## src/rtl/lnk_pkg.sv

```systemverilog
package lnk_pkg;
   localparam int STW   = 3;
   localparam int CAUSW = 5;

   typedef enum logic [STW-1:0] {
      ST_ERST  = 3'd0,
      ST_EWAIT = 3'd1,
      ST_READY = 3'd2,
      ST_START = 3'd3,
      ST_CONN  = 3'd4,
      ST_RUN   = 3'd5,
      ST_CAPT  = 3'd6
   } lnk_state_e;

   // cause bit positions
   localparam int CB_DISC = 0;
   localparam int CB_PAR  = 1;
   localparam int CB_ESC  = 2;
   localparam int CB_CRED = 3;
   localparam int CB_DIS  = 4;
endpackage

```

## src/rtl/lnk_tmr.sv

```systemverilog
module lnk_tmr #(
   parameter int SHORT_CYC = 64,
   parameter int LONG_CYC  = 128
) (
   input  logic clk,
   input  logic rst_n,
   input  logic restart,
   output logic short_done,
   output logic long_done
);
   localparam int CW  = $clog2(LONG_CYC + 1);
   localparam int LIM = LONG_CYC - 1;

   logic [CW-1:0] cnt_q;

   always_ff @(posedge clk or negedge rst_n) begin
      if (!rst_n)
         cnt_q <= '0;
      else if (restart)
         cnt_q <= '0;
      else if (cnt_q < CW'(LIM))
         cnt_q <= cnt_q + 1'b1;
   end

   assign short_done = (cnt_q >= CW'(SHORT_CYC - 1));
   assign long_done  = (cnt_q >= CW'(LIM));

   AST_TMR_BOUND: assert property (@(posedge clk) disable iff (!rst_n)
      cnt_q <= CW'(LIM));
   AST_TMR_RESTART: assert property (@(posedge clk) disable iff (!rst_n)
      restart |=> (cnt_q == '0));
endmodule

```

## src/rtl/lnk_errcap.sv

```systemverilog
module lnk_errcap
   import lnk_pkg::*;
(
   input  logic             clk,
   input  logic             rst_n,
   input  logic             capture,
   input  logic [CAUSW-1:0] cause_in,
   output logic [CAUSW-1:0] cause_q,
   output logic             save_q
);
   always_ff @(posedge clk or negedge rst_n) begin
      if (!rst_n) begin
         cause_q <= '0;
         save_q  <= 1'b0;
      end else begin
         save_q <= capture;
         if (capture)
            cause_q <= cause_in;
      end
   end

   AST_SAVE_SINGLE: assert property (@(posedge clk) disable iff (!rst_n)
      save_q |=> !save_q);
   AST_CAUSE_HOLD: assert property (@(posedge clk) disable iff (!rst_n)
      !$past(capture) |-> $stable(cause_q));
endmodule

```

## src/rtl/lnk_bringup_ctrl.sv

```systemverilog
module lnk_bringup_ctrl
   import lnk_pkg::*;
#(
   parameter int SHORT_CYC = 64,
   parameter int LONG_CYC  = 128
) (
   input  logic             clk,
   input  logic             rst_n,
   input  logic             link_en,
   input  logic             rx_null,
   input  logic             rx_fct,
   input  logic             rx_nchar,
   input  logic             rx_tcode,
   input  logic             err_disc,
   input  logic             err_par,
   input  logic             err_esc,
   input  logic             err_credit,
   input  logic             host_ack,
   output logic             tx_rst,
   output logic             rx_rst,
   output logic             tx_null_ok,
   output logic             tx_fct_ok,
   output logic             tx_all_ok,
   output logic [STW-1:0]   state_o,
   output logic [CAUSW-1:0] cause_o,
   output logic             save_stb
);
   initial begin
      assert (SHORT_CYC >= 2 && LONG_CYC > SHORT_CYC)
         else $fatal(1, "lnk_bringup_ctrl: need 2 <= SHORT_CYC < LONG_CYC");
   end

   lnk_state_e st_q, st_d;
   logic       null_seen_q;
   logic       short_done, long_done;
   logic       err_init, err_conn, err_run;
   logic       enter_capt;
   logic [CAUSW-1:0] cause_now;

   // interval timer, restarted on every state change
   lnk_tmr #(.SHORT_CYC(SHORT_CYC), .LONG_CYC(LONG_CYC)) u_tmr (
      .clk        (clk),
      .rst_n      (rst_n),
      .restart    (st_d != st_q),
      .short_done (short_done),
      .long_done  (long_done)
   );

   // sticky NULL-seen flag
   always_ff @(posedge clk or negedge rst_n) begin
      if (!rst_n)
         null_seen_q <= 1'b0;
      else if (st_q == ST_ERST)
         null_seen_q <= 1'b0;
      else if (rx_null)
         null_seen_q <= 1'b1;
   end

   assign err_init = err_disc |
                     (null_seen_q & (err_par | err_esc | rx_fct | rx_nchar | rx_tcode));
   assign err_conn = err_disc | err_par | err_esc | rx_nchar | rx_tcode | long_done;
   assign err_run  = !link_en | err_disc | err_par | err_esc | err_credit;

   always_comb begin
      st_d = st_q;
      unique case (st_q)
         ST_ERST:  if (short_done) st_d = ST_EWAIT;
         ST_EWAIT: if (err_init) st_d = ST_ERST;
                   else if (long_done) st_d = ST_READY;
         ST_READY: if (err_init) st_d = ST_ERST;
                   else if (link_en) st_d = ST_START;
         ST_START: if (err_init) st_d = ST_ERST;
                   else if (null_seen_q | rx_null) st_d = ST_CONN;
                   else if (long_done) st_d = ST_ERST;
         ST_CONN:  if (err_conn) st_d = ST_ERST;
                   else if (rx_fct) st_d = ST_RUN;
         ST_RUN:   if (err_run) st_d = ST_CAPT;
         ST_CAPT:  if (host_ack) st_d = ST_ERST;
         default:  st_d = ST_ERST;
      endcase
   end

   always_ff @(posedge clk or negedge rst_n) begin
      if (!rst_n)
         st_q <= ST_ERST;
      else
         st_q <= st_d;
   end

   // error record capture
   always_comb begin
      cause_now          = '0;
      cause_now[CB_DISC] = err_disc;
      cause_now[CB_PAR]  = err_par;
      cause_now[CB_ESC]  = err_esc;
      cause_now[CB_CRED] = err_credit;
      cause_now[CB_DIS]  = !link_en;
   end

   assign enter_capt = (st_q == ST_RUN) && (st_d == ST_CAPT);

   lnk_errcap u_cap (
      .clk      (clk),
      .rst_n    (rst_n),
      .capture  (enter_capt),
      .cause_in (cause_now),
      .cause_q  (cause_o),
      .save_q   (save_stb)
   );

   // permission decode
   assign tx_rst     = (st_q == ST_ERST) || (st_q == ST_EWAIT) ||
                       (st_q == ST_READY) || (st_q == ST_CAPT);
   assign rx_rst     = (st_q == ST_ERST);
   assign tx_null_ok = (st_q == ST_START) || (st_q == ST_CONN) || (st_q == ST_RUN);
   assign tx_fct_ok  = (st_q == ST_CONN) || (st_q == ST_RUN);
   assign tx_all_ok  = (st_q == ST_RUN);
   assign state_o    = st_q;

   AST_EWAIT_AFTER_SHORT: assert property (@(posedge clk) disable iff (!rst_n)
      (st_q == ST_EWAIT && $past(st_q) == ST_ERST) |-> $past(short_done));
   AST_NULL_STICKY: assert property (@(posedge clk) disable iff (!rst_n)
      (null_seen_q && st_q != ST_ERST) |=> null_seen_q);
   AST_RUN_FROM_CONN: assert property (@(posedge clk) disable iff (!rst_n)
      (st_q == ST_RUN && $past(st_q) != ST_RUN) |->
         ($past(st_q) == ST_CONN && $past(rx_fct)));
   AST_CAPT_FROM_RUN: assert property (@(posedge clk) disable iff (!rst_n)
      (st_q == ST_CAPT && $past(st_q) != ST_CAPT) |-> $past(st_q) == ST_RUN);
   AST_CAPT_EXIT_ACK: assert property (@(posedge clk) disable iff (!rst_n)
      ($past(st_q) == ST_CAPT && st_q != ST_CAPT) |->
         ($past(host_ack) && st_q == ST_ERST));
   AST_SAVE_ON_ENTRY: assert property (@(posedge clk) disable iff (!rst_n)
      save_stb |-> (st_q == ST_CAPT && $past(st_q) == ST_RUN));
   AST_PERM_NEST: assert property (@(posedge clk) disable iff (!rst_n)
      !(tx_rst && tx_null_ok) && (!tx_all_ok || tx_fct_ok) && (!tx_fct_ok || tx_null_ok));
endmodule

```

## config.mk

```make
export PLATFORM = sky130hd
export DESIGN_NAME = lnk_bringup_ctrl
export DESIGN_NICKNAME = d
export VERILOG_FILES = /design/src/rtl/lnk_pkg.sv /design/src/rtl/lnk_tmr.sv /design/src/rtl/lnk_errcap.sv /design/src/rtl/lnk_bringup_ctrl.sv
export SDC_FILE = /design/constraint.sdc
export NUM_CORES = 1
export LEC_CHECK = 0
export ABC_AREA = 1
export ABC_CLOCK_PERIOD_IN_PS = 1700
export BUFFER_PORTS_ARGS = -buffer_cell sky130_fd_sc_hd__buf_4
export CORE_UTILIZATION = 47
export DETAILED_ROUTE_END_ITERATION = 12
export PLACE_DENSITY = 0.75
export SYNTH_ARGS = -nofsm -noshare
export SYNTH_HDL_FRONTEND = slang
export SYNTH_SLANG_ARGS = --single-unit
```

## constraint.sdc

```tcl
create_clock -name clk -period 1.7 [get_ports clk]
set_input_delay 0.34 -clock clk [delete_from_list [all_inputs] [get_ports clk]]
set_output_delay 0.34 -clock clk [all_outputs]
set_load 0.03 [all_outputs]
```

==> results.md, run 1 <==
* Slew Limit Fails at 0
* Top post-synthesis cells by area: dfrtp_1, nand2_1, nor2_2
* Pleak at 0.754 nW
* Synth Area in Simple Gates at 39.1%
* Asr flop ratio synth at 100%
* Vias at 1082
* Clock buffer depth at 2
* Flip-flop and latch count after synthesis at 18
* Post-Syn Instances at 142
* Layout cell share with drive strength beyond 1 at 42.6%
* Crit path max-delay family: simple AND/OR/NAND/NOR gates
* Mux contribution to synthesized area at 0.922%
* CP max-delay cell: dfrtp_1
* First-pass DRT Iterations at 4
* Most frequent cell after synthesis: nand2_1
* Combinational power share at 46.7%
* Drc violations at 0
* Insertion delay to the later sink of the worst-skew pair at 0.30 ns
* Crit path buffers/inverters at 1
* Fill cells at 181
* CTS tree: done
* Final HPWL DP at 1.87 mm
* Setup Crit Path Kind: reg2reg
* Setup Total Neg Slack at 0 ns
* Max-cap viol count at 0
* Dominant cell type by area after synthesis: dfrtp_1
* Drt wl/cell at 12.0 um
* Tmin final at 1.70 ns
* # diodes at 0
* Post-synth EDFFs at 0
* Synth Area in Adders at 1.15%
* PortBufs at 25
* Die footprint at 0.00251 mm^2
* Initial core utilization at 49.6%
* Fmax achieved at 590 MHz
* Die X at 50.1 um
* Layout Nets at 197
* First-pass GRT wire length at 4.08 mm
* Critical path fanouts, max at 8
* Post-synthesis xor/xnor area fraction at 4.03%
* Die Height at 50.1 um
* Worst-path clk slew at 0.11 ns
* Number of global-route vias before repair at 959
* VDD IR max at 0.986 mV
* Drt initial violations at 28
* Routability congestion estimate at 0.890
* Yosys top cell area share at 41.5%
* Crit end category: flop
* Post-layout util at 67.7%
* Register area at 454 um^2
* Flop pwr share at 37.7%
* Pin count of the biggest net entering global routing at 19
* WL final at 2.52 mm
* Worst slew pin tran at 0.273 ns
* Switch Pwr at 694 uW
* # IOs at 26
* Clk pwr share at 15.7%
* Multi-input gate area at 599 um^2
* Synth cell types at 24
* Total Routing Usage GR at 21.7%
* Critical Path RT at 1.93 ns
* Global route overflow at 0
* Final setup vio count at 0
* Cts bufs inserted at 3
* Most used DFF post-synth: dfrtp_1
* Endpoint arrival time on the critical path at 1.93 ns
* Most used cell, CP: nand2_1
* Yosys warning count at 0
* Seq/Total Area, Yosys at 41.5%
* CP Cell Sequence: ha_4, inv_2, nor2_4, nand2_2, nand2_4, nand2_1, nand2_1, nand2_1, nand2_2, nand2_1, nand2_2, nand3_4, nor2_2
* Final Hold Vio Count at 0
* Total power at 1.71 mW
* Internal at 1.01 mW
* Final period utilization at 99.7%
* Synth Area in Compound Gates at 6.34%
* Initial antenna violation count at 0
* Post-synth top cells: nand2_1, dfrtp_1, nor2_1
* Slowest cell delay on critical path at 0.41 ns
* Hold Path Class: in2reg
* Cell Area, Synth at 0.00109 mm^2
* Vias per cell at 5.13
* Sw frac at 40.7%
* Status: completed
* Area Overhead vs Synth at 36.6%
* Placement row count at 17
* Largest family of logic cells by synthesized area: simple AND/OR/NAND/NOR gates
* Syn_area_per_cell at 7.65 um^2
* RSZ-0062 raised after global routing: yes
* Pwr dens at 1150 mW/mm^2
* Core area at 0.00219 mm^2
* Antenna Nets Post-Route at 0
* Worst Setup Start Kind: flop
* Hold_ws at 0.241 ns
* CTS sink cnt at 18
* Relative slew slack at 81.3%
* Clock Skew at 0.00869 ns
* Clk root buf: clkbuf_4
* Post-Syn Nets at 155
* H-tree depth at 1
[routing by layer]
metal  GRT usage, %  routed length, um  vias to the layer above
met1           25.8               1050                      511
met3           4.63                115                        7
li1               -                  -                      531
met2           37.6               1320                       33
met5              0                  0                        -
met4           8.57                 39                        0
[layout by cell type (no fill, tap or decap), types with 5 or more instances in the layout]
cell type,count
dfrtp_1,15
xor2_1,5
inv_1,12
nor2_1,15
nand2_1,31
nand3_1,10
buf_4,37
inv_2,6
nand2_2,7
nor2_2,11
[power groups by stage]
stage / Clock, mW / Sequential (mW) / Combinational (mW)
after global routing: 0.293 / 0.661 / 0.889
after detailed placement: 0 / 0.639 / 0.702
after global placement: 0 / 0.636 / 0.681
after floorplan: 0 / 0.657 / 0.479
after CTS: 0.272 / 0.641 / 0.779
final: 0.267 / 0.643 / 0.796
[state kept, by name (all words and copies together), names as in the netlist]
signal and flops:
null_seen_q 1, state_o 3, u_cap.save_q 1, u_cap.cause_q 5
u_tmr.cnt_q 8
[what timing repair did]
action | CTS | global route
hold buffers | 1 | 0
setup endpoints to repair | 8 | 9
endpoints found under the hold margin | 18 | 0
buffers inserted | 4 | 3
gates resized for setup | 6 | 1
pin swaps | 2 | 3
[cells by family after synthesis]
family	Yosys count
adder cells (fa/ha/maj)	1
AO/OA/AOI/OAI	11
flip-flops	18
XOR/XNOR	5
multiplexers	1
AND/OR/NAND/NOR	86
buffers and inverters	20
[per-stage QoR]
| stage | std cells | setup WS [ns] | cell area [um^2] |
|---|---|---|---|
| floorplan | 142 | 0.0284 | 1100 |
| global placement | 199 | -0.0970 | 1350 |
| detailed placement | 199 | -0.109 | 1350 |
| CTS | 208 | 0.00299 | 1460 |
| global route | 211 | -0.119 | 1480 |
| finish | 211 | 0.00481 | 1480 |
[worst paths after layout]
kind                               endpoint             start  slack [ns]  cells past startpoint
min reg2reg                u_cap.cause_q[2]  u_cap.cause_q[2]        0.49                      2
max in group asynchronous        state_o[0]             rst_n        1.04                      2
max reg2reg                  u_tmr.cnt_q[5]    u_tmr.cnt_q[0]       0.005                     13
max                          u_tmr.cnt_q[5]    u_tmr.cnt_q[0]       0.005                     13
min in group asynchronous  u_cap.cause_q[4]             rst_n        0.44                      2
min                        u_cap.cause_q[4]           link_en        0.24                      2
[cell type report]
class	instances	share of cell area [%]
flip-flops and latches	18	30.6
clock buffers	4	2.45
multi-input cells	104	40.4
well taps	28	2.36
inverters	19	4.81
repair buffers	38	19.4
(Power assumes the default switching activity.)
==> run 2, diff against run 1 <==
CELL_PAD_IN_SITES_DETAIL_PLACEMENT = 2   (was default)
CELL_PAD_IN_SITES_GLOBAL_PLACEMENT = 2   (was default)
CORE_UTILIZATION = 26   (was 47)
PLACE_DENSITY = 0.74   (was 0.75)
==> run 2 against run 1 <==
Effect of this change:
- the flow now finishes with violations (negative setup slack)
- clock-buffer cell count is the same
- critical path depth fell by 1
- non-clock buffer count rose by 14
- via count increased by 7.8%
- clock power up 40%
- fmax decreased by 5.6%
- sequential cell count is the same
- power rose by 21%
- sequential share of layout area shrank 4.1 points
- largest cell class unchanged
- highest routed layer unchanged
==> results.md, run 2 (synthesis results as in run 1) <==
* Status: finished, violations left
* Failing checks: negative setup slack
* PortBufs at 25 (unchanged)
* Vias per cell at 4.72 (-7.9%)
* Worst slack at placement at -0.112 ns (-0.00368 ns)
* Initial antenna violation count at 0 (unchanged)
* # IOs at 26 (unchanged)
* Drt initial violations at 38 (+36%)
* Antenna Nets Post-Route at 0 (unchanged)
* Core area at 0.00400 mm^2 (+83%)
* # diodes at 0 (unchanged)
* Worst Setup Start Kind: flop
* Crit path buffers/inverters at 1 (unchanged)
* Pin count of the biggest net entering global routing at 19 (unchanged)
* Cts bufs inserted at 3 (unchanged)
* CP max-delay cell: dfrtp_1
* Tmin final at 1.80 ns (+0.101 ns)
* VDD IR max at 0.615 mV (-38%)
* CP Cell Sequence: ha_4, inv_2, nor2_4, nand2_4, nand2_4, o21ai_2, nand2_1, nand2_2, nand2_2, nand2_2, nand3_4, nor2_2
* RSZ-0062 raised after global routing: yes
* Total Routing Usage GR at 18.5% (-3.2 points)
* Final Hold Vio Count at 0 (unchanged)
* First-pass DRT Iterations at 4 (unchanged)
* Setup Crit Path Kind: reg2reg
* Clk pwr share at 18.1% (+2.4 points)
* Register name with the most flops: u_tmr.cnt_q
* Crit end category: flop
* Global route overflow at 0 (unchanged)
* Critical path fanouts, max at 8 (unchanged)
* Most used cell, CP: nand2_2
* Endpoint arrival time on the critical path at 1.99 ns (+0.06 ns)
* Drc violations at 0 (unchanged)
* Final setup vio count at 8 (+8)
* Max reg flops at 8 (unchanged)
* Design area at 0.00172 mm^2 (+16%)
* Setup Total Neg Slack at -0.648 ns (-0.648 ns)
* Worst slew pin tran at 0.319 ns (+0.0456 ns)
* Worst-path clk slew at 0.08 ns (-0.03 ns)
* Routability congestion estimate at 0.772 (-13%)
* Critical Path RT at 1.89 ns (-0.04 ns)
* Fill cells at 453 (+150%)
* Register area at 457 um^2 (+0.55%)
* Relative slew slack at 78.7% (-2.5 points)
* First-pass GRT wire length at 6.04 mm (+48%)
* Post-layout util at 43.0% (-25 points)
* Placement row count at 23 (+6)
* Area Overhead vs Synth at 58.5%
* Insertion delay to the later sink of the worst-skew pair at 0.26 ns (-0.04 ns)
* WL final at 4.45 mm (+76%)
* H-tree depth at 1 (unchanged)
* Commonest non-fill, non-tap cell in the layout: buf_4
* Die X at 66.6 um (+33%)
* Internal at 1.21 mW (+19%)
* Hold Path Class: in2reg
* Final period utilization at 106% (+5.9 points)
* Multi-input gate area at 681 um^2 (+14%)
* Die footprint at 0.00444 mm^2 (+77%)
* Total power at 2.07 mW (+21%)
* Setup WS post-layout at -0.0957 ns (-0.101 ns)
* Crit path max-delay family: simple AND/OR/NAND/NOR gates
* Pwr dens at 1200 mW/mm^2 (+4.6%)
* Most frequent cells in the layout: buf_4, nand2_1, nand2_2, dfrtp_1, inv_1
* Clock Skew at 0.00193 ns (-0.00676 ns)
* Slowest cell delay on critical path at 0.42 ns (about the same)
* Fmax achieved at 557 MHz (-5.6%)
* Die Height at 66.6 um (+33%)
* CTS sink cnt at 18 (unchanged)
* Switch Pwr at 864 uW (+25%)
* Clock buffer depth at 2 (unchanged)
* Max-cap viol count at 0 (unchanged)
* Flop pwr share at 31.8% (-5.9 points)
* Layout cell share with drive strength beyond 1 at 55.3% (+13 points)
* Number of global-route vias before repair at 1242 (+30%)
* Vias at 1166 (+7.8%)
* Drt wl/cell at 18.0 um (+51%)
* Final HPWL DP at 2.81 mm (+50%)
* Placement Cell Area at 0.00146 mm^2 (+8.1%)
* CTS tree: done
* Sw frac at 41.7% (+1.1 points)
* Clk root buf: clkbuf_8
* Initial core utilization at 27.2% (-22 points)
* Combinational power share at 50.1% (+3.4 points)
* Slew Limit Fails at 0 (unchanged)
* Pleak at 0.865 nW (+15%)
* Layout Nets at 211 (+7.1%)
[run 2: cell types whose count changed in the layout (fill, tap and decap cells not counted), moves of 2 or more]
cell      change
nand2_1       -7
dfrtp_1       -2
nand2_2       +6
clkbuf_8      +3
nor2_1        -4
nor2_4        +4
nand3_1       -2
buf_4        +14
clkbuf_4      -3
dfrtp_2       +2
[run 2: timing repair]
action,in CTS,in global routing
resized for setup,10,21
pin swaps,11,17
setup buffers,2,8
hold endpoints to repair,18,0
hold buffers,1,0
gates cloned,0,0
setup endpoints to repair,9,9
[run 2: final timing paths]
path	startpoint	slack, ns	end	depth (start not counted)
setup / recovery	u_tmr.cnt_q[1]	-0.1	u_tmr.cnt_q[0]	12
hold / removal	link_en	0.30	u_cap.cause_q[4]	2
setup reg to reg	u_tmr.cnt_q[1]	-0.1	u_tmr.cnt_q[0]	12
hold reg to reg	u_cap.cause_q[4]	0.49	u_cap.cause_q[4]	2
max in group asynchronous	rst_n	0.99	u_tmr.cnt_q[2]	2
min in group asynchronous	rst_n	0.49	u_cap.cause_q[2]	2
[run 2: power groups by stage]
stage / clock network [mW] / logic (mW) / registers (mW)
global placement: 0 / 0.751 / 0.627
CTS: 0.380 / 0.853 / 0.635
floorplan: 0 / 0.479 / 0.657
finish: 0.375 / 1.04 / 0.658
detailed placement: 0 / 0.787 / 0.637
global route: 0.403 / 1.12 / 0.669
[run 2: layout make-up]
type / instances / share of cell area (%)
multi-input cells: 104 / 39.5
repair buffers: 52 / 22.8
well taps: 50 / 3.63
inverters: 19 / 4.29
flip-flops and latches: 18 / 26.5
clock buffers: 4 / 3.20
[run 2: worst reg2reg max path: stages, from the launching register on]
cell	delay [ns]
dfrtp_1	0.42
ha_4	0.19
inv_2	0.07
nor2_4	0.05
nand2_4	0.08
nand2_4	0.07
o21ai_2	0.15
nand2_1	0.12
nand2_2	0.11
nand2_2	0.07
nand2_2	0.08
nand3_4	0.17
nor2_2	0.15
[run 2: per-layer routing]
metal | vias to the layer above | routed length (um) | GRT usage [%]
met5 | - | 0 | 0
met4 | 0 | 57 | 4.26
met3 | 6 | 109 | 2.91
met2 | 26 | 2460 | 34.8
met1 | 581 | 1820 | 21.5
li1 | 553 | - | -
[run 2: metrics by stage]
step / instances / hold WS, ns
2_1_floorplan: 142 / 0.0444
3_3_place_gp: 232 / 0.230
3_5_place_dp: 232 / 0.237
4_1_cts: 239 / 0.295
5_1_grt: 247 / 0.306
6_report: 247 / 0.296
==> run 3, diff against run 2 <==
ABC_AREA = default   (was 1)
CORE_UTILIZATION = 29   (was 26)
GPL_TIMING_DRIVEN = 0   (was default)
PLACE_DENSITY = 0.75   (was 0.74)
==> run 3 against run 2 <==
Effect of this change:
- clock power fell by 2%
- global-route usage increased by 0.19 points
- first-iteration DRC count fell by 7.9%
- power down 15%
- the run still ends with negative setup slack left
- combinational power down 27%
- critical path type unchanged
- critical endpoint is now u_tmr.cnt_q[4]
- critical path depth decreased by 5
- routed wire length decreased by 10%
==> results.md, run 3 <==
* Status: finished, violations left
* Failing checks: negative setup slack
* Drt initial violations at 35 (-7.9%)
* Core area at 0.00372 mm^2 (-7.1%)
* Clk root buf: clkbuf_8
* Pin count of the biggest net entering global routing at 19 (unchanged)
* # diodes at 0 (unchanged)
* Most frequent cell after synthesis: dfrtp_1
* Synth cell types at 42 (+75%)
* Critical Path RT at 1.85 ns (-0.04 ns)
* Clk pwr share at 21.0% (+2.9 points)
* Worst-path clk slew at 0.07 ns (about the same)
* Design area at 0.00182 mm^2 (+5.5%)
* Setup WS post-layout at -0.0176 ns (+0.0781 ns)
* Syn_area_per_cell at 9.87 um^2 (+29%)
* Sw frac at 34.9% (-6.9 points)
* Worst Setup Start Kind: flop
* Yosys warning count at 0 (unchanged)
* Vias per cell at 5.21 (+10%)
* First-pass GRT wire length at 5.91 mm (-2.2%)
* Total Routing Usage GR at 18.7% (+0.19 points)
* Antenna Nets Post-Route at 0 (unchanged)
* Layout Nets at 175 (-17%)
* Slew Limit Fails at 0 (unchanged)
* Register name with the most flops: u_tmr.cnt_q
* Switch Pwr at 613 uW (-29%)
* Routability congestion estimate at 0.797 (+3.3%)
* Max reg flops at 8 (unchanged)
* Pwr dens at 967 mW/mm^2 (-20%)
* Most frequent cells in the layout: buf_4, dfrtp_1, nor2_1, nor3_2, nand2_1
* Final HPWL DP at 2.42 mm (-14%)
* Layout cell share with drive strength beyond 1 at 57.8% (+2.4 points)
* # IOs at 26 (unchanged)
* Initial antenna violation count at 0 (unchanged)
* Max-cap viol count at 0 (unchanged)
* RSZ-0062 raised after global routing: yes
* Most used DFF post-synth: dfrtp_1
* Asr flop ratio synth at 100% (unchanged)
* Worst slew pin tran at 0.531 ns (+0.212 ns)
* Post-Syn Nets at 128 (-17%)
* Commonest non-fill, non-tap cell in the layout: buf_4
* Post-Syn Instances at 115 (-19%)
* Slowest cell delay on critical path at 0.46 ns (+0.04 ns)
* R2R cell count at 7 (-5)
* Flop pwr share at 35.8% (+4.0 points)
* Tmin final at 1.72 ns (-0.0781 ns)
* Placement Cell Area at 0.00143 mm^2 (-2.1%)
* CTS tree: done
* Fmax achieved at 582 MHz (+4.5%)
* Clock buffer depth at 2 (unchanged)
* Final Hold Vio Count at 0 (unchanged)
* Yosys top cell area share at 39.7% (-1.8 points)
* Drc violations at 0 (unchanged)
* Area Overhead vs Synth at 60.0%
* Drt wl/cell at 19.1 um (+6.1%)
* Relative slew slack at 64.5% (-14 points)
* Post-synth EDFFs at 0 (unchanged)
* First-pass DRT Iterations at 4 (unchanged)
* Worst slack at placement at -0.335 ns (-0.223 ns)
* CP Cell Sequence: buf_6, nor4bb_4, a22oi_2, a21o_2, a31oi_4, buf_12, nor3_2
* Vias at 1089 (-6.6%)
* Crit end category: flop
* Initial core utilization at 30.5% (+3.4 points)
* Top post-synthesis cells by area: dfrtp_1, nor3_1, mux2_2
* VDD IR max at 0.643 mV (+4.5%)
* Cell Area, Synth at 0.00113 mm^2 (+4.5%)
* Endpoint arrival time on the critical path at 1.87 ns (-0.12 ns)
* Final period utilization at 101% (-4.6 points)
* Die Height at 64.6 um (-3.1%)
* Insertion delay to the later sink of the worst-skew pair at 0.26 ns (about the same)
* Combinational power share at 43.2% (-6.9 points)
* Hold Path Class: in2reg
* PortBufs at 25 (unchanged)
* Seq/Total Area, Yosys at 39.7% (-1.8 points)
* Total power at 1.76 mW (-15%)
* Cts bufs inserted at 3 (unchanged)
* Number of global-route vias before repair at 1175 (-5.4%)
* CTS sink cnt at 18 (unchanged)
* Internal at 1.14 mW (-5.2%)
* Placement row count at 22 (-4.3%)
* Hold Crit Depth at 2 (unchanged)
* Die X at 64.6 um (-3.1%)
* Flip-flop and latch count after synthesis at 18 (unchanged)
* Dominant cell type by area after synthesis: dfrtp_1
* H-tree depth at 1 (unchanged)
* WL final at 4.00 mm (-10%)
* Clock Skew at 0.00206 ns (+0.000129 ns)
* Die footprint at 0.00417 mm^2 (-6.1%)
* Critical path fanouts, max at 8 (unchanged)
* Global route overflow at 0 (unchanged)
* Post-synth top cells: dfrtp_1, nor3_1, nor2_1
* CP max-delay cell: dfrtp_2
* Setup Crit Path Kind: reg2reg
* Final setup vio count at 8 (unchanged)
* Pleak at 0.759 nW (-12%)
run 3: changes by cell type in the layout (fill, tap and decap cells not counted), moves of 5 or more:
cell	change
nand2_1	-17
buf_4	-15
nand2_2	-12
inv_1	-10
nor2_2	-10
nor3_2	+9
nor2_4	-8
buf_6	+5
inv_2	-5
run 3: cells by family (layout without fill, tap and decap cells):
group / Yosys count / count (layout) / synth area share (%)
xor+xnor: 4 / 4 / 3.09
simple gates: 57 / 57 / 28.9
fa+ha+maj: 1 / 1 / 1.10
buf+inv: 7 / 53 / 5.18
compound gates: 22 / 22 / 16.3
flops: 18 / 18 / 39.7
mux: 6 / 6 / 5.73
run 3: metal layers:
| layer | vias up | global-route usage (%) | wire length (um) |
|---|---|---|---|
| met1 | 549 | 21.4 | 1570 |
| li1 | 515 | - | - |
| met5 | - | 0 | 0 |
| met2 | 19 | 35.5 | 2300 |
| met3 | 6 | 2.64 | 82 |
| met4 | 0 | 5.28 | 46 |
run 3: cell type report:
| class | instances | area, um^2 |
|---|---|---|
| Clock buffer | 4 | 55.1 |
| Fill cell | 385 | 1900 |
| Multi-Input combinational cell | 90 | 827 |
| Sequential cell | 18 | 454 |
| Inverter | 3 | 13.8 |
| Timing Repair Buffer | 42 | 354 |
| Tap cell | 48 | 60.1 |
| Buffer | 4 | 51.3 |
run 3: worst max-delay path: cells and delay by family (launching register included):
family	cells	cell delay, ns
buffers and inverters	2	0.29
flip-flops	1	0.46
AO/OA/AOI/OAI	3	0.50
AND/OR/NAND/NOR	2	0.35
run 3: timing repair:
action                                  4_1_cts  5_1_grt
endpoints found under the hold margin        18        0
buffers inserted                              5       11
endpoints found under the setup margin        9       11
hold buffers                                  1        0
pin swaps                                     5       17
resized for setup                             8       25
run 3: through the flow:
step / setup TNS [ns] / util (%) / instances / hold WS, ns
3_3_place_gp: -2.41 / 38.5 / 188 / 0.233
5_1_grt: -0.782 / 48.9 / 209 / 0.303
3_5_place_dp: -2.86 / 38.5 / 188 / 0.237
4_1_cts: -0.213 / 42.6 / 198 / 0.289
6_report: -0.0880 / 48.9 / 209 / 0.288
2_1_floorplan: 0 / - / 115 / 0.0444
run 3: power by group through the flow:
| stage | clock network [mW] | logic, mW | registers, mW |
|---|---|---|---|
| final | 0.369 | 0.759 | 0.629 |
| after global routing | 0.390 | 0.837 | 0.643 |
| after CTS | 0.375 | 0.598 | 0.614 |
| after detailed placement | 0 | 0.485 | 0.624 |
| after global placement | 0 | 0.463 | 0.616 |
| after floorplan | 0 | 0.349 | 0.612 |
run 3: final timing paths:
kind | start | to | slack [ns]
min | link_en | u_cap.cause_q[4] | 0.29
min reg2reg | u_cap.cause_q[0] | u_cap.cause_q[0] | 0.52
max in group asynchronous | rst_n | state_o[0] | 0.98
max | state_o[0] | u_tmr.cnt_q[4] | -0.02
min in group asynchronous | rst_n | state_o[1] | 0.49
max reg2reg | state_o[0] | u_tmr.cnt_q[4] | -0.02
